===== src/rtl/am_pkg.sv =====
// Shared types for the road finder.
// Assumes: nothing beyond the IEEE 1800-2017 language.
package am_pkg;
    // Event phase: idle (loads allowed), collecting hits, streaming roads
    typedef enum logic [1:0] {
        PH_IDLE = 2'd0,
        PH_HITS = 2'd1,
        PH_READ = 2'd2
    } am_phase_e;
endpackage


===== src/rtl/am_pattern_cell.sv =====
// One stored pattern: a super-bin word per layer, a private comparator per
// layer, a sticky match flag per layer and a fired-layer count against a
// threshold. Assumes the controller gates search_en off during readout and
// pulses clr once when readout ends.
module am_pattern_cell #(
    parameter int NUM_LAYERS = 6,
    parameter int SB_W       = 4,
    parameter int LIDX_W     = 3,
    parameter int CNT_W      = 3
) (
    input  logic                       clk,
    input  logic                       rst_n,
    input  logic [NUM_LAYERS-1:0]      hit_vld,
    input  logic [NUM_LAYERS*SB_W-1:0] hit_sb,
    input  logic                       search_en,
    input  logic                       clr,
    input  logic                       ld_we,
    input  logic [LIDX_W-1:0]          ld_layer,
    input  logic [SB_W-1:0]            ld_word,
    input  logic [CNT_W-1:0]           thresh,
    output logic                       road
);
    logic [NUM_LAYERS-1:0] flags;
    logic [CNT_W-1:0]      fired;

    for (genvar l = 0; l < NUM_LAYERS; l++) begin : g_layer
        logic [SB_W-1:0] word;

        // Store the layer word when this pattern and layer are addressed
        always_ff @(posedge clk) begin
            if (!rst_n)
                word <= '0;
            else if (ld_we && ld_layer == LIDX_W'(l))
                word <= ld_word;
        end

        // Sticky flag: set on a matching hit while searching, cleared at end
        always_ff @(posedge clk) begin
            if (!rst_n || clr)
                flags[l] <= 1'b0;
            else if (search_en && hit_vld[l] && hit_sb[l*SB_W +: SB_W] == word)
                flags[l] <= 1'b1;
        end
    end

    // Count the fired layers
    always_comb begin
        fired = '0;
        for (int i = 0; i < NUM_LAYERS; i++)
            fired = fired + CNT_W'(flags[i]);
    end

    // Majority decision against the programmable threshold
    assign road = (fired >= thresh);


    frozen_flags_chk: assert property (@(posedge clk) disable iff (!rst_n)
        (!search_en && !clr) |=> $stable(flags));


    flags_clear_chk: assert property (@(posedge clk) disable iff (!rst_n)
        clr |=> (flags == '0));
endmodule


===== src/rtl/am_road_encoder.sv =====
// Priority encoder: grants the lowest-index pending road.
// Assumes req is a plain bit vector; the grant is combinational.
module am_road_encoder #(
    parameter int NUM_PATT = 8,
    parameter int PIDX_W   = 3
) (
    input  logic [NUM_PATT-1:0] req,
    output logic [NUM_PATT-1:0] gnt,
    output logic [PIDX_W-1:0]   idx,
    output logic                any
);
    // Scan from the top so the lowest set bit wins
    always_comb begin
        gnt = '0;
        idx = '0;
        for (int i = NUM_PATT - 1; i >= 0; i--) begin
            if (req[i]) begin
                gnt    = '0;
                gnt[i] = 1'b1;
                idx    = PIDX_W'(i);
            end
        end
    end

    assign any = |req;

    // Guard the grant shape
    always_comb begin

        onehot_grant_chk: assert ($onehot0(gnt));

        grant_in_req_chk: assert ((gnt & ~req) == '0);
    end
endmodule


===== src/rtl/am_road_finder.sv =====
// Pattern-matching road finder top. Broadcasts per-layer hits to every
// pattern cell, tracks the event phase, streams roads lowest index first
// and clears the flags after readout. Assumes thresh is stable while
// roads are being read out and eoe during readout is ignored.
module am_road_finder #(
    parameter int NUM_LAYERS = 6,
    parameter int NUM_PATT   = 8,
    parameter int SB_W       = 4,
    localparam int PIDX_W    = (NUM_PATT > 1) ? $clog2(NUM_PATT) : 1,
    localparam int LIDX_W    = (NUM_LAYERS > 1) ? $clog2(NUM_LAYERS) : 1,
    localparam int CNT_W     = $clog2(NUM_LAYERS + 1)
) (
    input  logic                       clk,
    input  logic                       rst_n,
    input  logic [NUM_LAYERS-1:0]      hit_vld,
    input  logic [NUM_LAYERS*SB_W-1:0] hit_sb,
    input  logic                       eoe,
    input  logic [CNT_W-1:0]           thresh,
    input  logic                       ld_en,
    input  logic [PIDX_W-1:0]          ld_patt,
    input  logic [LIDX_W-1:0]          ld_layer,
    input  logic [SB_W-1:0]            ld_word,
    output logic                       road_vld,
    output logic [PIDX_W-1:0]          road_id,
    output logic                       road_end
);
    import am_pkg::*;

    am_phase_e           phase;
    logic [NUM_PATT-1:0] roads;
    logic [NUM_PATT-1:0] sent;
    logic [NUM_PATT-1:0] pend;
    logic [NUM_PATT-1:0] gnt;
    logic [PIDX_W-1:0]   gidx;
    logic                any_pend;
    logic                in_read;
    logic                clr;
    logic                search_en;

    assign in_read   = (phase == PH_READ);
    assign search_en = !in_read;
    assign clr       = in_read && !any_pend;

    for (genvar p = 0; p < NUM_PATT; p++) begin : g_patt
        logic we;
        // Loads are only honoured for this pattern while idle
        assign we = ld_en && (phase == PH_IDLE) && (ld_patt == PIDX_W'(p));

        am_pattern_cell #(
            .NUM_LAYERS (NUM_LAYERS),
            .SB_W       (SB_W),
            .LIDX_W     (LIDX_W),
            .CNT_W      (CNT_W)
        ) u_cell (
            .clk       (clk),
            .rst_n     (rst_n),
            .hit_vld   (hit_vld),
            .hit_sb    (hit_sb),
            .search_en (search_en),
            .clr       (clr),
            .ld_we     (we),
            .ld_layer  (ld_layer),
            .ld_word   (ld_word),
            .thresh    (thresh),
            .road      (roads[p])
        );
    end

    // Roads not yet streamed in this readout
    assign pend = roads & ~sent;

    am_road_encoder #(
        .NUM_PATT (NUM_PATT),
        .PIDX_W   (PIDX_W)
    ) u_enc (
        .req (pend),
        .gnt (gnt),
        .idx (gidx),
        .any (any_pend)
    );

    // Event phase sequencing
    always_ff @(posedge clk) begin
        if (!rst_n) begin
            phase <= PH_IDLE;
        end else begin
            unique case (phase)
                PH_IDLE: if (eoe)        phase <= PH_READ;
                         else if (|hit_vld) phase <= PH_HITS;
                PH_HITS: if (eoe)        phase <= PH_READ;
                PH_READ: if (!any_pend)  phase <= PH_IDLE;
                default:                 phase <= PH_IDLE;
            endcase
        end
    end

    // Remember which roads have already gone out
    always_ff @(posedge clk) begin
        if (!rst_n || clr)
            sent <= '0;
        else if (in_read)
            sent <= sent | gnt;
    end

    assign road_vld = in_read && any_pend;
    assign road_id  = gidx;
    assign road_end = clr;


    ascending_chk: assert property (@(posedge clk) disable iff (!rst_n)
        (road_vld && $past(road_vld)) |-> (road_id > $past(road_id)));


    end_then_quiet_chk: assert property (@(posedge clk) disable iff (!rst_n)
        road_end |=> (!road_vld && !road_end));


    excl_out_chk: assert property (@(posedge clk) disable iff (!rst_n)
        !(road_vld && road_end));
endmodule


===== config.mk =====
export PLATFORM = sky130hd
export DESIGN_NAME = am_road_finder
export DESIGN_NICKNAME = d
export VERILOG_FILES = /design/src/rtl/am_pkg.sv /design/src/rtl/am_pattern_cell.sv /design/src/rtl/am_road_encoder.sv /design/src/rtl/am_road_finder.sv
export SDC_FILE = /design/constraint.sdc
export NUM_CORES = 1
export LEC_CHECK = 0
export ABC_CLOCK_PERIOD_IN_PS = 4250
export BUFFER_PORTS_ARGS = -buffer_cell sky130_fd_sc_hd__buf_2
export CAP_MARGIN = 0
export CORE_ASPECT_RATIO = 0.8
export CORE_MARGIN = 2
export CORE_UTILIZATION = 43
export DETAILED_ROUTE_END_ITERATION = 10
export GPL_TIMING_DRIVEN = 0
export PLACE_DENSITY_LB_ADDON = 0.3
export SETUP_SLACK_MARGIN = 0.02
export SLEW_MARGIN = 20
export SYNTH_ARGS = -nofsm -noshare
export SYNTH_HDL_FRONTEND = slang
export SYNTH_HIERARCHICAL = 1
export SYNTH_SLANG_ARGS = --single-unit

===== constraint.sdc =====
create_clock -name clk -period 4.25 [get_ports clk]
set_input_delay 0.2125 -clock clk [delete_from_list [all_inputs] [get_ports clk]]
set_output_delay 0.2125 -clock clk [all_outputs]
set_load 0.02 [all_outputs]

-- Word level (Yosys, flattened, before mapping)
Index checks and enable logic that the tools add are counted.
- output and inout bits: 5
- bits in registers: 250
- input bits: 47
- add/sub/neg operators: 40
- mux-type cells: 21
- $lt $le $gt $ge: 8
- reduce and logical (&&, ||, !) cells: 123
- equality and inequality tests: 65
- bitwise operators: 3
- operators with widths (operator ; number):
    $eq 4x4->1 ; 48
    $logic_and 1x1->1 ; 113
    $add 3x1->3 ; 32
    $mux 8 ; 8
    $ge 3x3->1 ; 8
    $mux 3 ; 8
    $eq 3x3->1 const B ; 6
    $add 1x1->2 ; 8
    $eq 3x2->1 const B ; 4
    $and 8x8->8 ; 1
    $mux 2 ; 4
    $not 8->8 ; 1
    $or 8x8->8 ; 1
    $reduce_or 8->1 ; 1
    $eq 3x1->1 const B ; 2
    $logic_not 3->1 ; 2
    $pmux 2 s3 ; 1
    $reduce_or 6->1 ; 1
    $ne 2x2->1 const B ; 2
    $logic_not 1->1 ; 3
    $ne 3x2->1 const B ; 1
    $reduce_and 3->1 ; 1
    $eq 2x1->1 const B ; 1
    $eq 2x2->1 const B ; 1
    2 further kinds ; 2

-- Logic depth before layout (Yosys ltp)
Gate-level depths: netlist of run 1.
- depth after elaboration: 16
- mapped depth: 19
- depth with buffers taken out: 18

-- Hierarchy
Netlist of run 1, hierarchy kept.
- by module, submodules not included (module ; cells each ; seq. area each (um^2) ; area each (um^2) ; instances):
    am_pattern_cell ; 158 ; 600.6 ; 1606.5 ; 8
    am_road_finder ; 66 ; 200.2 ; 554.3 ; 1
    am_road_encoder ; 24 ; 0.0 ; 143.9 ; 1

-- Least setup slack after synthesis of run 1
OpenSTA, ideal clock, no wires.
- kind: register -> register
- start point: reg g_patt[5].u_cell.flags[0]
- end point: reg g_patt[0].u_cell.flags[1]
- data required time: 4.128 ns
- setup time: 0.122 ns
- setup slack: -0.320 ns
- path buffers: 1
- arrival: 4.448 ns
- cell stages (with the launch flop): 19
- cell sequence: dfxtp_1 > fa_1 > inv_1 > fa_1 > inv_1 > ha_1 > fa_1 > ha_1 > a21o_1 > a21o_1 > nor2b_1 > nor2_2 > and3_1 > nand2_1 > nor3b_2 > nor2b_1 > buf_2 > nand4_1 > o21ai_0
- longest elaborated chain between the ends: 11
- RTL lines (item ; RTL line ; source):
    start, declared ; am_pattern_cell.sv:23 ; logic [NUM_LAYERS-1:0] flags;
    start signal, assigned by index ; am_pattern_cell.sv:40 ; flags[l] <= 1'b0;
    start signal, assigned by index ; am_pattern_cell.sv:42 ; flags[l] <= 1'b1;
    $add 1x1->2 ; am_pattern_cell.sv:50 ; fired = fired + CNT_W'(flags[i]);
    $add 3x1->3 (4 in series) ; am_pattern_cell.sv:50 ;
    $ge 3x3->1 ; am_pattern_cell.sv:54 ; assign road = (fired >= thresh);
    net roads[5] ; am_road_finder.sv:30 ; logic [NUM_PATT-1:0] roads;
    $and 8x8->8 ; am_road_finder.sv:70 ; assign pend = roads & ~sent;
    net pend[5] ; am_road_finder.sv:32 ; logic [NUM_PATT-1:0] pend;
    $reduce_or 8->1 ; am_road_encoder.sv:25 ; assign any = |req;
    net any_pend ; am_road_finder.sv:35 ; logic any_pend;
    $logic_not 1->1 ; -- ;
    $logic_and 1x1->1 ; am_road_finder.sv:42 ; assign clr = in_read && !any_pend;
    net road_end ; am_road_finder.sv:25 ; output logic road_end
    $logic_or 1x1->1 ; am_pattern_cell.sv:39 ; if (!rst_n || clr)
    end signal, assigned by index ; am_pattern_cell.sv:40 ;
    end signal, assigned by index ; am_pattern_cell.sv:42 ;
    end, declared ; am_pattern_cell.sv:23 ;
The timed path passes the listed nets, and every way through them passes these cells.
A chain may end at the register's enable or synchronous reset.

-- Final worst setup path of run 1
- start point: reg g_patt[3].u_cell.flags[1]
- end point: out road_end
- longest elaborated chain between the ends: 10
- RTL lines (item ; RTL line):
    start, declared ; am_pattern_cell.sv:23
    start signal, assigned by index ; am_pattern_cell.sv:40
    start signal, assigned by index ; am_pattern_cell.sv:42
    $add 1x1->2 ; am_pattern_cell.sv:50
    $add 3x1->3 (4 in series) ; am_pattern_cell.sv:50
    $ge 3x3->1 ; am_pattern_cell.sv:54
    net roads[3] ; am_road_finder.sv:30
    $and 8x8->8 ; am_road_finder.sv:70
    net pend[3] ; am_road_finder.sv:32
    $reduce_or 8->1 ; am_road_encoder.sv:25
    net any_pend ; am_road_finder.sv:35
    $logic_not 1->1 ; --
    $logic_and 1x1->1 ; am_road_finder.sv:42
    end, declared ; am_road_finder.sv:25
The timed path passes the listed nets, and every way through them passes these cells.

==> results of run 1 <==
-- per-stage QoR --
stage / power (mW) / std cells
floorplan: 2.76 / 1354
global route: 5.75 / 1908
global placement: 3.00 / 1824
CTS: 5.54 / 1885
detailed placement: 3.01 / 1825
finish: 5.56 / 1908
-- logic make-up after synthesis --
logic type | share of synthesized area (%)
xor+xnor | 12.4
flops | 36.9
simple gates | 22.1
buf+inv | 4.47
mux | 14.2
fa+ha+maj | 6.50
compound gates | 3.44
-- power by group through the flow --
stage,registers (mW),logic (mW),clock network (mW)
floorplan,2.42,0.337,0
global placement,2.43,0.572,0
detailed placement,2.43,0.582,0
CTS,2.38,0.616,2.55
global route,2.38,0.732,2.64
finish,2.38,0.683,2.50
-- routing by layer --
layer / up-vias / GRT usage, %
li1: 4799 / -
met1: 4837 / 30.0
met2: 144 / 34.5
met3: 29 / 2.50
met4: 0 / 2.99
met5: - / 0
-- sequential cells by signal, indices dropped and copies added (netlist names) --
| signal | cells |
|---|---|
| sent | 8 |
| g_patt.u_cell/g_layer.word | 192 |
| phase | 2 |
| g_patt.u_cell/flags | 48 |
-- what timing repair did --
| item | in CTS | in global routing |
|---|---|---|
| cloned | 0 | 8 |
| pin swaps | 12 | 23 |
| setup buffers | 10 | 17 |
| hold endpoints to repair | 1 | 0 |
| endpoints found under the setup margin | 61 | 53 |
| hold buffers | 1 | 0 |
| gates resized for setup | 31 | 90 |
-- placed cells by master (no fill, tap or decap), types with 10 or more instances in the layout --
| cell | instances |
|---|---|
| sky130_fd_sc_hd__dfxtp_1 | 241 |
| sky130_fd_sc_hd__nor2b_1 | 194 |
| sky130_fd_sc_hd__mux2i_1 | 192 |
| sky130_fd_sc_hd__xnor2_1 | 192 |
| sky130_fd_sc_hd__inv_1 | 72 |
| sky130_fd_sc_hd__o21ai_1 | 49 |
| sky130_fd_sc_hd__nand3_1 | 48 |
| sky130_fd_sc_hd__nand4_1 | 48 |
| sky130_fd_sc_hd__buf_2 | 42 |
| sky130_fd_sc_hd__nand2_1 | 37 |
| sky130_fd_sc_hd__buf_6 | 36 |
| sky130_fd_sc_hd__clkbuf_16 | 27 |
| sky130_fd_sc_hd__ha_1 | 26 |
| sky130_fd_sc_hd__clkbuf_2 | 25 |
| sky130_fd_sc_hd__and4bb_2 | 24 |
| sky130_fd_sc_hd__fa_1 | 24 |
| sky130_fd_sc_hd__clkbuf_1 | 19 |
| sky130_fd_sc_hd__buf_4 | 19 |
| sky130_fd_sc_hd__nand4b_1 | 16 |
| sky130_fd_sc_hd__nor2b_4 | 14 |
| sky130_fd_sc_hd__a21o_1 | 14 |
| sky130_fd_sc_hd__nand2_2 | 12 |
| sky130_fd_sc_hd__nand2b_1 | 10 |
-- cell type report --
cell class,instances,area (um2)
clock buffers,37,783
plain buffers,59,378
repair buffers,84,656
multi-input cells,971,8180
inverters,74,278
fillers,2915,15200
clock inverters,13,163
flip-flops and latches,250,5020
well taps,420,526
-- how the worst max path moves through the flow --
stage                                   start                   endpoint  slack, ps
floorplan           g_patt[2].u_cell/flags[3]  g_patt[2].u_cell/flags[0]        -40
global placement    g_patt[1].u_cell/flags[0]  g_patt[1].u_cell/flags[2]       -630
detailed placement  g_patt[4].u_cell/flags[0]  g_patt[1].u_cell/flags[3]       -650
CTS                 g_patt[3].u_cell/flags[0]                   road_end       -220
global route        g_patt[1].u_cell/flags[0]  g_patt[1].u_cell/flags[3]       -340
finish              g_patt[3].u_cell/flags[1]                   road_end       -210
-- worst register-to-register path: cells and delay by family (launching register included) --
family	cells	cell delay, ps
adder cells (fa/ha/maj)	5	1920
AO/OA/AOI/OAI	3	480
flip-flops	1	330
buffers and inverters	7	760
AND/OR/NAND/NOR	7	850
==> impl_summary.txt, run 1 <==
----------------------------------------------------
[Cells and area]
  Design area ... approximately 16000 um2
  Post-layout net count ... between 1500 and 2000
  Growth of design area from synthesis to finish ... 17.9%
  Layout Utilization ... 51.2%
  Fraction of layout instances using a drive strength above 1 ... a little under a fifth
  Antenna cells ... 0

[Job]
  Number of max-cap violations ... 0

[Yosys]
  Flops & latches, synth ... 250
  Main flop type after synthesis ... sky130_fd_sc_hd__dfxtp_1
  Cells after synthesis ... about 1400
  Synth area leaders ... sky130_fd_sc_hd__dfxtp_1 (37%), sky130_fd_sc_hd__mux2i_1 (14%), sky130_fd_sc_hd__xnor2_1 (12%)
  Register area share after synthesis ... a little under two fifths
  Number of synthesis warnings ... 6
  EDFF count, synth ... 0
  Area share of the largest cell type after synthesis ... 36.9%
  Dominant cell type by area after synthesis ... sky130_fd_sc_hd__dfxtp_1
  Most common library cells after synthesis ... sky130_fd_sc_hd__dfxtp_1 (250), sky130_fd_sc_hd__nor2b_1 (211), sky130_fd_sc_hd__mux2i_1 (192), sky130_fd_sc_hd__xnor2_1 (192), sky130_fd_sc_hd__inv_1 (73)
  Most common cell in the netlist ... sky130_fd_sc_hd__dfxtp_1
  Number of distinct standard cells referenced by the synthesized netlist ... 42
  Average instance area after synthesis ... approximately 10 um2
  Syn nets ... about 1500
  Mapped Area ... around 14000 um2
  Post-synth ARST share ... 0%

[Timing]
  Final-report setup violation count ... 48
  Hold violation total from the final report ... 0
  Post-layout minimum cycle time ... roughly 4500 ps
  Pins Over Slew Limit ... 0
  Setup slack after layout ... -213 ps
  Setup total negative slack ... -5560 ps
  Relative slew slack ... around 23%
  Final critical-path share of the clock period ... 105%
  Max Fclk ... 224 MHz
  Actual slew at the worst max-slew pin ... 1150 ps
  Setup repair after global routing missed its margin ... yes
  Final worst clock skew ... around 26 ps
  Hold slack final ... around 53 ps

[Critical path]
  Worst path slowest cell ... sky130_fd_sc_hd__fa_1
  CP startpoint kind ... flip-flop
  Data arrival time of the critical path ... 4250 ps
  Crit-path max cell delay ... roughly 540 ps
  Cell seen most often among critical-path stages ... sky130_fd_sc_hd__fa_1
  Required time of the critical path ... 4040 ps
  Start of the worst register-to-register path ... g_patt[3].u_cell/flags[1]
  Critical path peak fanout ... 2
  Number of buffers and inverters on the critical path ... 4
  Worst reg2reg endpoint ... g_patt[1].u_cell/flags[3]
  Critical Path, Cell by Cell ... fa_1, inv_1, fa_1, inv_1, ha_2, fa_1, ha_1, a21o_1, a21o_1, nor2b_4, nor2_4, and3_4, nand2_4, nor3b_4, buf_6, buf_6
  Crit. End Element ... output port
  Number of cell instances on the worst register-to-register path ... 22
  Crit path max-delay family ... adder cells
  Crit path depth ... 16
  Type of the worst setup path ... flip-flop to output port
  Reg2reg setup slack ... -210 ps

[Routing]
  Wire length on met1 ... between 15 and 20 mm
  Vias ... just under 10000
  Pre-antenna DRT Iters ... 4
  ANT nets after route ... 0
  WL met2 ... 16.4 mm
  Wire length reported by the detailed router ... 35.6 mm
  Detailed-routed wire length on met3 ... around 950 um
  Final routed DRC violation total ... 0
  Highest Signal Layer ... met4
  Via count normalized by instance count ... just over 5
  Iter 0 DRT Violations ... roughly 530
  Average wire length per cell after detail routing ... approximately 19 um

[Place]
  Setup WS pre-CTS ... -650 ps
  Number of buffer cells added on primary ports ... 50
  Post-DP Area ... roughly 14000 um2
  Final weighted congestion in routability-driven placement ... ~0.80
  Final HPWL DP ... ~23 mm

[Power]
  Switching component of the power ... around 1.4 mW
  Worst VDD drop ... 0.383 mV
  Power Internal ... 4.13 mW
  Sequential power share ... between 40% and 50%
  Pleak ... 5.89 nW
  Switching portion of total power ... roughly a quarter
  Portion of total power attributed to combinational logic ... about an eighth
  Part of the total power dissipated in the clock network ... 45.0%
  Total power divided by cell area ... around 350 nW/um2

[Die]
  Floorplan row count ... 58
  Core outline area ... 31200 um2
  Top-level I/O count ... 52
  Die area ... between 30000 and 40000 um2
  Die boundary width ... ~200 um
  Effective utilization at floorplan ... between 40% and 50%
  Die outline height ... ~160 um

[Min path]
  Hold path start ... hit_vld[1]
  Type of the most critical hold path ... input port to flip-flop
  End point of the worst hold path ... g_patt[3].u_cell/flags[1]
  Cell count of the worst hold path ... 3

[Global routing]
  Wire length of the first global-routing pass ... around 54 mm
  Vias in the first global route ... around 9500
  Number of antenna violations at the first check in global routing ... 0
  Largest net degree at the start of global routing ... 49
  GR Overflow Total ... 0
  GRT Total Usage ... around a fifth

[Clock network]
  TritonCTS Buffers ... 27
  Number of H-tree branching levels ... 1
  Clock latency of the later-clocked register in the worst-skew pair ... 570 ps
  Clock buffer depth ... 3
  CTS tree ... yes
  TritonCTS Sinks ... 250
  Cell chosen for the clock root ... sky130_fd_sc_hd__clkbuf_16
  Clock transition at the register clock pins on the worst setup and hold paths after CTS ... 60 ps

[Status]
  Violated checks ... setup timing
  Result of the run ... complete, but fails checks

----------------------------------------------------
Note: power is estimated with default switching activity, not from simulation.
==> inputs of run 2 (changes only) <==
Settings changed: CTS_BUF_LIST set to sky130_fd_sc_hd__clkbuf_8.
==> run 2 against run 1 <==
The run still ends with setup timing left. Sequential power about the same. Combinational power decreased by 7.0%. Via count decreased by 0.86%. Global-route usage increased by 0.16 points. Register-to-register slack improved by 110 ps. Worst setup slack improved by 59 ps. Clock skew decreased by 5.4 ps. Clock power decreased by 21%.
==> impl_summary.txt, run 2 (synthesis results as in run 1) <==
----------------------------------------------------
[Die]
  Effective utilization at floorplan ... 43.4% (unchanged)
  Core outline area ... 31200 um2 (unchanged)
  Top-level I/O count ... 52 (unchanged)
  Floorplan row count ... 58 (unchanged)
  Die area ... 33000 um2 (unchanged)
  Die outline height ... 163 um (unchanged)
  Die boundary width ... 202 um (unchanged)

[Clock network]
  Number of H-tree branching levels ... 2 (was 1)
  Cell chosen for the clock root ... sky130_fd_sc_hd__clkbuf_8 (was sky130_fd_sc_hd__clkbuf_16)
  Clock transition at the register clock pins on the worst setup and hold paths after CTS ... 60 ps (about the same)
  Clock buffer depth ... 3 (unchanged)
  TritonCTS Sinks ... 250 (unchanged)
  Clock latency of the later-clocked register in the worst-skew pair ... 570 ps (about the same)
  TritonCTS Buffers ... 41 (was 27)
  CTS tree ... yes (unchanged)

[Routing]
  Iter 0 DRT Violations ... 591 (was 525)
  Average wire length per cell after detail routing ... 18.3 um (was 18.7 um)
  Wire length reported by the detailed router ... 34.9 mm (was 35.6 mm)
  Pre-antenna DRT Iters ... 5 (was 4)
  Vias ... 9725 (was 9809)
  Final routed DRC violation total ... 0 (unchanged)
  ANT nets after route ... 0 (unchanged)
  Via count normalized by instance count ... 5.09 (was 5.14)

[Timing]
  Final critical-path share of the clock period ... 104% (was 105%)
  Hold violation total from the final report ... 0 (unchanged)
  Post-layout minimum cycle time ... 4400 ps (was 4460 ps)
  Actual slew at the worst max-slew pin ... 1150 ps (about the same)
  Relative slew slack ... 23.2% (was 23.1%)
  Setup repair after global routing missed its margin ... yes (unchanged)
  Setup total negative slack ... -2410 ps (was -5560 ps)
  Pins Over Slew Limit ... 0 (unchanged)
  Final worst clock skew ... 20.9 ps (was 26.3 ps)
  Final-report setup violation count ... 47 (was 48)
  Setup slack after layout ... -154 ps (was -213 ps)
  Max Fclk ... 227 MHz (was 224 MHz)

[Global routing]
  Largest net degree at the start of global routing ... 49 (unchanged)
  Number of antenna violations at the first check in global routing ... 0 (unchanged)
  Wire length of the first global-routing pass ... 54.0 mm (was 53.9 mm)
  GRT Total Usage ... 21.1% (was 20.9%)
  GR Overflow Total ... 0 (unchanged)
  Vias in the first global route ... 9572 (was 9457)

[Cells and area]
  Most common library cell in the layout ignoring fill and taps ... sky130_fd_sc_hd__dfxtp_1 (unchanged)
  Layout Utilization ... 49.5% (was 51.2%)
  Fraction of layout instances using a drive strength above 1 ... 16.2% (was 18.0%)
  Growth of design area from synthesis to finish ... 14.1% (was 17.9%)
  Antenna cells ... 0 (unchanged)
  Reg with most FFs ... g_patt.u_cell/g_layer.word (unchanged)
  Sequential cell area ... 5010 um2 (was 5020 um2)
  Most used cells in the layout excluding fill and tap cells ... sky130_fd_sc_hd__dfxtp_1 (242), sky130_fd_sc_hd__nor2b_1 (194), sky130_fd_sc_hd__mux2i_1 (192), sky130_fd_sc_hd__xnor2_1 (192), sky130_fd_sc_hd__inv_1 (91) (was sky130_fd_sc_hd__dfxtp_1 (241), sky130_fd_sc_hd__nor2b_1 (194), sky130_fd_sc_hd__mux2i_1 (192), sky130_fd_sc_hd__xnor2_1 (192), sky130_fd_sc_hd__inv_1 (72))
  Filler instances ... 2986 (was 2915)
  Flip-flop count of the largest register, all copies and words added ... 192 (unchanged)
  Total area of multi-input combinational cells ... 8100 um2 (was 8180 um2)
  Largest regs ... g_patt.u_cell/g_layer.word (192), g_patt.u_cell/flags (48), sent (8) (unchanged)
  Post-layout net count ... 1568 (was 1570)

[Critical path]
  Data arrival time of the critical path ... 4190 ps (was 4250 ps)
  Crit. End Element ... output port (unchanged)
  Critical path peak fanout ... 2 (unchanged)
  Required time of the critical path ... 4040 ps (about the same)
  Type of the worst setup path ... flip-flop to output port (unchanged)
  CP startpoint kind ... flip-flop (unchanged)

[Place]
  Final HPWL DP ... 23.5 mm (unchanged)
  Number of buffer cells added on primary ports ... 50 (unchanged)
  Final weighted congestion in routability-driven placement ... 0.800 (unchanged)

[Status]
  Result of the run ... complete, but fails checks (unchanged)
  Violated checks ... setup timing (unchanged)

[Power]
  Pleak ... 5.71 nW (was 5.89 nW)
  Worst VDD drop ... 0.247 mV (was 0.383 mV)
  Total power divided by cell area ... 322 nW/um2 (was 348 nW/um2)

[Min path]
  Type of the most critical hold path ... input port to flip-flop (unchanged)

[Job]
  Number of max-cap violations ... 0 (unchanged)

----------------------------------------------------
## run 2: cell types whose count changed in the layout (fill, tap and decap cells not counted), moves of 3 or more
cell,change
sky130_fd_sc_hd__buf_4,+7
sky130_fd_sc_hd__buf_6,-21
sky130_fd_sc_hd__bufinv_16,-3
sky130_fd_sc_hd__clkbuf_1,-3
sky130_fd_sc_hd__clkbuf_16,-27
sky130_fd_sc_hd__clkbuf_8,+39
sky130_fd_sc_hd__clkinv_2,-4
sky130_fd_sc_hd__inv_1,+19
sky130_fd_sc_hd__nand2_1,+13
sky130_fd_sc_hd__nand2_2,-12
sky130_fd_sc_hd__nor2b_2,+7
sky130_fd_sc_hd__nor2b_4,-7
## run 2: where the power goes
| part | leakage, nW | total, mW | switching [mW] | internal, mW |
|---|---|---|---|---|
| Combinational | 3.24 | 0.635 | 0.373 | 0.262 |
| Sequential | 2.02 | 2.38 | 0.0154 | 2.36 |
| Clock | 0.444 | 1.97 | 0.980 | 0.985 |
## run 2: layout make-up
class / instances / area share (%)
Multi-Input combinational cell: 971 / 52.4
Sequential cell: 250 / 32.4
Clock buffer: 46 / 4.09
Tap cell: 420 / 3.40
Timing Repair Buffer: 68 / 2.89
Buffer: 59 / 2.35
Inverter: 74 / 1.80
Clock inverter: 24 / 0.655
## run 2: repair_timing
action | 4_1_cts | 5_1_grt
buffers inserted | 10 | 3
endpoints found under the setup margin | 61 | 53
hold endpoints to repair | 2 | 0
hold buffers | 1 | 0
pin swaps | 13 | 8
gates resized for setup | 31 | 32
gates cloned | 0 | 4
## run 2: worst paths after layout
check                             from                         to  slack, ps  cells after the start
max          g_patt[3].u_cell/flags[0]                   road_end       -150                     15
min                         hit_vld[1]  g_patt[2].u_cell/flags[1]         60                      3
max reg2reg  g_patt[3].u_cell/flags[0]  g_patt[4].u_cell/flags[0]       -100                     20
min reg2reg  g_patt[2].u_cell/flags[0]  g_patt[2].u_cell/flags[0]        460                      2
## run 2: routing by layer
metal	global-route usage (%)	wire length, um
met5	0	0
met4	4.45	411
met3	3.70	1550
met2	33.8	15800
met1	29.7	17200
## run 2: through the flow
stage	setup slack [ps]	hold slack, ps	instance area [um2]	total power [mW]	std cells
finish	-154	55.8	15500	4.98	1912
global route	-314	37.3	15500	5.19	1912
CTS	-214	12.6	15300	5.01	1905
detailed placement	-650	429	14400	3.01	1825
global placement	-632	427	14400	3.00	1824
floorplan	-43.4	302	13600	2.76	1354
## run 2: critical path, cell delays in order (launching register included)
cell                      delay, ps
sky130_fd_sc_hd__dfxtp_2        330
sky130_fd_sc_hd__fa_1           530
sky130_fd_sc_hd__inv_1           50
sky130_fd_sc_hd__fa_1           470
sky130_fd_sc_hd__inv_1           50
sky130_fd_sc_hd__ha_2           160
sky130_fd_sc_hd__fa_1           440
sky130_fd_sc_hd__ha_1           280
sky130_fd_sc_hd__a21o_1         150
sky130_fd_sc_hd__a21o_1         230
sky130_fd_sc_hd__nor2b_4        170
sky130_fd_sc_hd__nor2_4          90
sky130_fd_sc_hd__and3_4         210
sky130_fd_sc_hd__nand2_4         50
sky130_fd_sc_hd__nor3b_4        260
sky130_fd_sc_hd__buf_6          150
==> inputs of run 3 (changes only) <==
--- a/config.mk
+++ b/config.mk
@@ -6,8 +6,8 @@
 export NUM_CORES = 1
 export LEC_CHECK = 0
-export ABC_CLOCK_PERIOD_IN_PS = 4250
+export ABC_CLOCK_PERIOD_IN_PS = 3810
 export BUFFER_PORTS_ARGS = -buffer_cell sky130_fd_sc_hd__buf_2
 export CAP_MARGIN = 0
-export CORE_ASPECT_RATIO = 0.8
+export CORE_ASPECT_RATIO = 0.9
 export CORE_MARGIN = 2
 export CORE_UTILIZATION = 43
==> constraint.sdc (replaced) <==
create_clock -name clk -period 3.81 [get_ports clk]
set_input_delay 0.5715 -clock clk [delete_from_list [all_inputs] [get_ports clk]]
set_output_delay 0.5715 -clock clk [all_outputs]
set_load 0.02 [all_outputs]
==> run 3 against run 2 <==
The run still ends with setup timing left. Sequential share of layout area down 0.75 points. Clock-buffer cell count increased by 11. Non-clock buffer count rose by 7. Clock power increased by 23%. Final cell count rose by 0.10%. Cell area up 2.3%. Clock skew rose by 6.8 ps. Die area about the same. First-iteration DRC count is 36% lower. Critical path type unchanged.
==> impl_summary.txt, run 3 (synthesis results as in run 1) <==
----------------------------------------------------
[Power]
  Switching component of the power ... 1.54 mW (was 1.37 mW)
  Overall power ... 5.82 mW (was 4.98 mW)
  Total power divided by cell area ... 368 nW/um2 (was 322 nW/um2)
  Switching portion of total power ... 26.4% (was 27.5%)
  Sequential power share ... 45.6% (was 47.8%)
  Part of the total power dissipated in the clock network ... 41.6% (was 39.5%)
  Portion of total power attributed to combinational logic ... 12.8% (about the same)
  Worst VDD drop ... 0.252 mV (was 0.247 mV)
  Power Internal ... 4.28 mW (was 3.61 mW)
  Pleak ... 5.89 nW (was 5.71 nW)

[Cells and area]
  Flip-flop count of the largest register, all copies and words added ... 192 (unchanged)
  Post-layout net count ... 1576 (was 1568)
  Non-filler cells, final ... 1914 (was 1912)
  Growth of design area from synthesis to finish ... 16.8% (was 14.1%)
  Most used cells in the layout excluding fill and tap cells ... sky130_fd_sc_hd__dfxtp_1 (243), sky130_fd_sc_hd__nor2b_1 (194), sky130_fd_sc_hd__mux2i_1 (192), sky130_fd_sc_hd__xnor2_1 (192), sky130_fd_sc_hd__inv_1 (87) (was sky130_fd_sc_hd__dfxtp_1 (242), sky130_fd_sc_hd__nor2b_1 (194), sky130_fd_sc_hd__mux2i_1 (192), sky130_fd_sc_hd__xnor2_1 (192), sky130_fd_sc_hd__inv_1 (91))
  Layout Utilization ... 51.1% (was 49.5%)
  Most common library cell in the layout ignoring fill and taps ... sky130_fd_sc_hd__dfxtp_1 (unchanged)
  Reg with most FFs ... g_patt.u_cell/g_layer.word (unchanged)
  Largest regs ... g_patt.u_cell/g_layer.word (192), g_patt.u_cell/flags (48), sent (8) (unchanged)
  Fraction of layout instances using a drive strength above 1 ... 18.1% (was 16.2%)

[Critical path]
  Crit path max-delay family ... adder cells (unchanged)
  Data arrival time of the critical path ... 4160 ps (was 4190 ps)
  Worst reg2reg endpoint ... g_patt[1].u_cell/flags[3] (was g_patt[4].u_cell/flags[0])
  Crit-path max cell delay ... 530 ps (about the same)
  Required time of the critical path ... 3240 ps (was 4040 ps)
  Critical Path, Cell by Cell ... fa_1, inv_1, fa_1, inv_1, ha_2, fa_1, ha_1, a21o_1, a21o_4, nor2b_4, nor2_4, and3_4, nand2_4, and3b_2, buf_6 (was fa_1, inv_1, fa_1, inv_1, ha_2, fa_1, ha_1, a21o_1, a21o_1, nor2b_4, nor2_4, and3_4, nand2_4, nor3b_4, buf_6)
  Critical path peak fanout ... 2 (unchanged)
  CP startpoint kind ... flip-flop (unchanged)
  Crit. End Element ... output port (unchanged)
  Cell seen most often among critical-path stages ... sky130_fd_sc_hd__fa_1 (unchanged)
  Reg2reg setup slack ... -560 ps (was -100 ps)
  Number of cell instances on the worst register-to-register path ... 21 (was 20)
  Number of buffers and inverters on the critical path ... 3 (unchanged)
  Start of the worst register-to-register path ... g_patt[1].u_cell/flags[0] (was g_patt[3].u_cell/flags[0])
  Type of the worst setup path ... flip-flop to output port (unchanged)
  Worst path slowest cell ... sky130_fd_sc_hd__fa_1 (unchanged)

[Status]
  Violated checks ... setup timing (unchanged)
  Result of the run ... complete, but fails checks (unchanged)

[Timing]
  Setup repair after global routing missed its margin ... yes (unchanged)
  Hold violation total from the final report ... 0 (unchanged)
  Actual slew at the worst max-slew pin ... 1120 ps (was 1150 ps)
  Final critical-path share of the clock period ... 124%
  Final worst clock skew ... 27.7 ps (was 20.9 ps)
  Final-report setup violation count ... 61 (was 47)
  Hold slack final ... 254 ps (was 55.8 ps)
  Relative slew slack ... 25.3% (was 23.2%)
  Pins Over Slew Limit ... 0 (unchanged)
  Max Fclk ... between 200 and 250 MHz
  Setup slack after layout ... -918 ps (was -154 ps)
  Post-layout minimum cycle time ... 4730 ps

[Die]
  Die outline height ... 172 um (was 163 um)
  Top-level I/O count ... 52 (unchanged)
  Effective utilization at floorplan ... 43.7% (was 43.4%)
  Die boundary width ... 191 um (was 202 um)
  Core outline area ... 31000 um2 (was 31200 um2)
  Die area ... 33000 um2 (about the same)
  Floorplan row count ... 61 (was 58)

[Clock network]
  Cell chosen for the clock root ... sky130_fd_sc_hd__clkbuf_8 (unchanged)
  TritonCTS Sinks ... 250 (unchanged)
  TritonCTS Buffers ... 42 (was 41)
  Clock buffer depth ... 3 (unchanged)
  Clock transition at the register clock pins on the worst setup and hold paths after CTS ... 60 ps (about the same)
  Clock latency of the later-clocked register in the worst-skew pair ... 550 ps (was 570 ps)
  CTS tree ... yes (unchanged)
  Number of H-tree branching levels ... 2 (unchanged)

[Routing]
  Wire length reported by the detailed router ... 35.2 mm (was 34.9 mm)
  Vias ... 9721 (was 9725)
  ANT nets after route ... 0 (unchanged)
  Iter 0 DRT Violations ... 378 (was 591)
  Via count normalized by instance count ... 5.08 (was 5.09)
  Final routed DRC violation total ... 0 (unchanged)
  Pre-antenna DRT Iters ... 5 (unchanged)
  Average wire length per cell after detail routing ... 18.4 um (was 18.3 um)

[Place]
  Number of buffer cells added on primary ports ... 50 (unchanged)
  Placed Cells ... 1814 (was 1825)
  Final HPWL DP ... 23.4 mm (was 23.5 mm)
  Setup WS pre-CTS ... -1140 ps (was -650 ps)
  Final weighted congestion in routability-driven placement ... 0.849 (was 0.800)

[Global routing]
  GR Overflow Total ... 0 (unchanged)
  Top Usage Layer GRT ... met2 (unchanged)
  Grt met2 use ... 36.4% (was 33.8%)
  Met1 track utilization from global routing ... 29.3% (was 29.7%)
  M3 GR Usage ... 3.59% (was 3.70%)
  Number of antenna violations at the first check in global routing ... 1 (was 0)
  Largest net degree at the start of global routing ... 59 (was 49)
  GRT Total Usage ... 21.8% (was 21.1%)
  Vias in the first global route ... 9858 (was 9572)
  Wire length of the first global-routing pass ... 55.1 mm (was 54.0 mm)

[Min path]
  End point of the worst hold path ... phase[0] (was g_patt[2].u_cell/flags[1])
  Type of the most critical hold path ... input port to flip-flop (unchanged)
  Cell count of the worst hold path ... 2 (was 3)
  Hold path start ... eoe (was hit_vld[1])

[Job]
  Number of max-cap violations ... 0 (unchanged)

----------------------------------------------------
==> run 3: cell types whose count changed in the layout (fill, tap and decap cells not counted), moves of 3 or more <==
| cell | before | now |
|---|---|---|
| sky130_fd_sc_hd__buf_6 | 15 | 31 |
| sky130_fd_sc_hd__a211oi_1 | 8 | 0 |
| sky130_fd_sc_hd__inv_1 | 91 | 87 |
| sky130_fd_sc_hd__nor2b_2 | 10 | 1 |
| sky130_fd_sc_hd__nor2b_4 | 7 | 16 |
| sky130_fd_sc_hd__a211oi_2 | 0 | 8 |
| sky130_fd_sc_hd__nand2_1 | 50 | 44 |
| sky130_fd_sc_hd__buf_12 | 2 | 5 |
| sky130_fd_sc_hd__buf_4 | 26 | 16 |
| sky130_fd_sc_hd__nand2_2 | 0 | 6 |
| sky130_fd_sc_hd__clkbuf_8 | 46 | 57 |
==> run 3: layout make-up <==
type,count,area (um2)
antenna,1,2.50
buffer,59,378
clock buffer,57,785
clock inverter,18,78.8
fill,2945,15200
inverter,74,278
multi-input combinational,971,8190
sequential,250,5010
tap,409,512
timing repair buffer,75,582
==> run 3: routing by layer <==
| metal | share of wire [%] | vias up | wire length (um) |
|---|---|---|---|
| li1 | - | 4814 | - |
| met1 | 47 | 4641 | 16700 |
| met2 | 46 | 201 | 16100 |
| met3 | 4.8 | 65 | 1670 |
| met4 | 2.0 | 0 | 720 |
| met5 | 0 | - | 0 |
==> run 3: through the flow <==
stage                     instance area (um2)  TNS (ps)
after floorplan                         13600    -23090
after global placement                  14400    -50910
after detailed placement                14400    -52260
after CTS                               15800    -28320
after global routing                    15800    -38900
final                                   15800    -28290
==> run 3: worst max path at each step <==
| stage | to | startpoint | depth (start not counted) | slack, ps |
|---|---|---|---|---|
| after floorplan | g_patt[2].u_cell/flags[0] | g_patt[2].u_cell/flags[3] | 18 | -480 |
| after global placement | road_end | g_patt[1].u_cell/flags[0] | 15 | -1120 |
| after detailed placement | road_end | g_patt[1].u_cell/flags[0] | 15 | -1140 |
| after CTS | road_end | g_patt[1].u_cell/flags[0] | 15 | -950 |
| after global routing | road_end | g_patt[1].u_cell/flags[0] | 15 | -1070 |
| final | road_vld | g_patt[1].u_cell/flags[0] | 15 | -920 |
==> run 3: power groups by stage <==
stage	combinational [mW]	clock (mW)	sequential, mW
final	0.748	2.42	2.65
after global routing	0.809	2.60	2.65
after CTS	0.736	2.49	2.65
after detailed placement	0.649	0	2.71
after global placement	0.637	0	2.71
after floorplan	0.378	0	2.70
==> run 3: worst reg2reg max path, cell delays in order, from the launching register on <==
cell,delay [ps]
sky130_fd_sc_hd__dfxtp_2,330
sky130_fd_sc_hd__fa_1,530
sky130_fd_sc_hd__inv_1,50
sky130_fd_sc_hd__fa_1,470
sky130_fd_sc_hd__inv_1,40
sky130_fd_sc_hd__ha_2,160
sky130_fd_sc_hd__fa_1,440
sky130_fd_sc_hd__ha_1,290
sky130_fd_sc_hd__a21o_1,180
sky130_fd_sc_hd__a21o_4,230
sky130_fd_sc_hd__nor2b_4,140
sky130_fd_sc_hd__nor2_4,120
sky130_fd_sc_hd__and3_4,210
sky130_fd_sc_hd__nand2_4,50
sky130_fd_sc_hd__nor3b_4,220
sky130_fd_sc_hd__buf_4,170
sky130_fd_sc_hd__buf_12,120
sky130_fd_sc_hd__buf_12,120
sky130_fd_sc_hd__nor2b_4,70
sky130_fd_sc_hd__buf_6,140
sky130_fd_sc_hd__nand4_1,100
sky130_fd_sc_hd__o21ai_1,60
==> run 3: repair_timing <==
item	4_1_cts	5_1_grt
setup endpoints to repair	62	62
gates resized for setup	108	6
cloned	8	0
hold buffers	0	0
buffers inserted	15	3
pin swaps	28	9
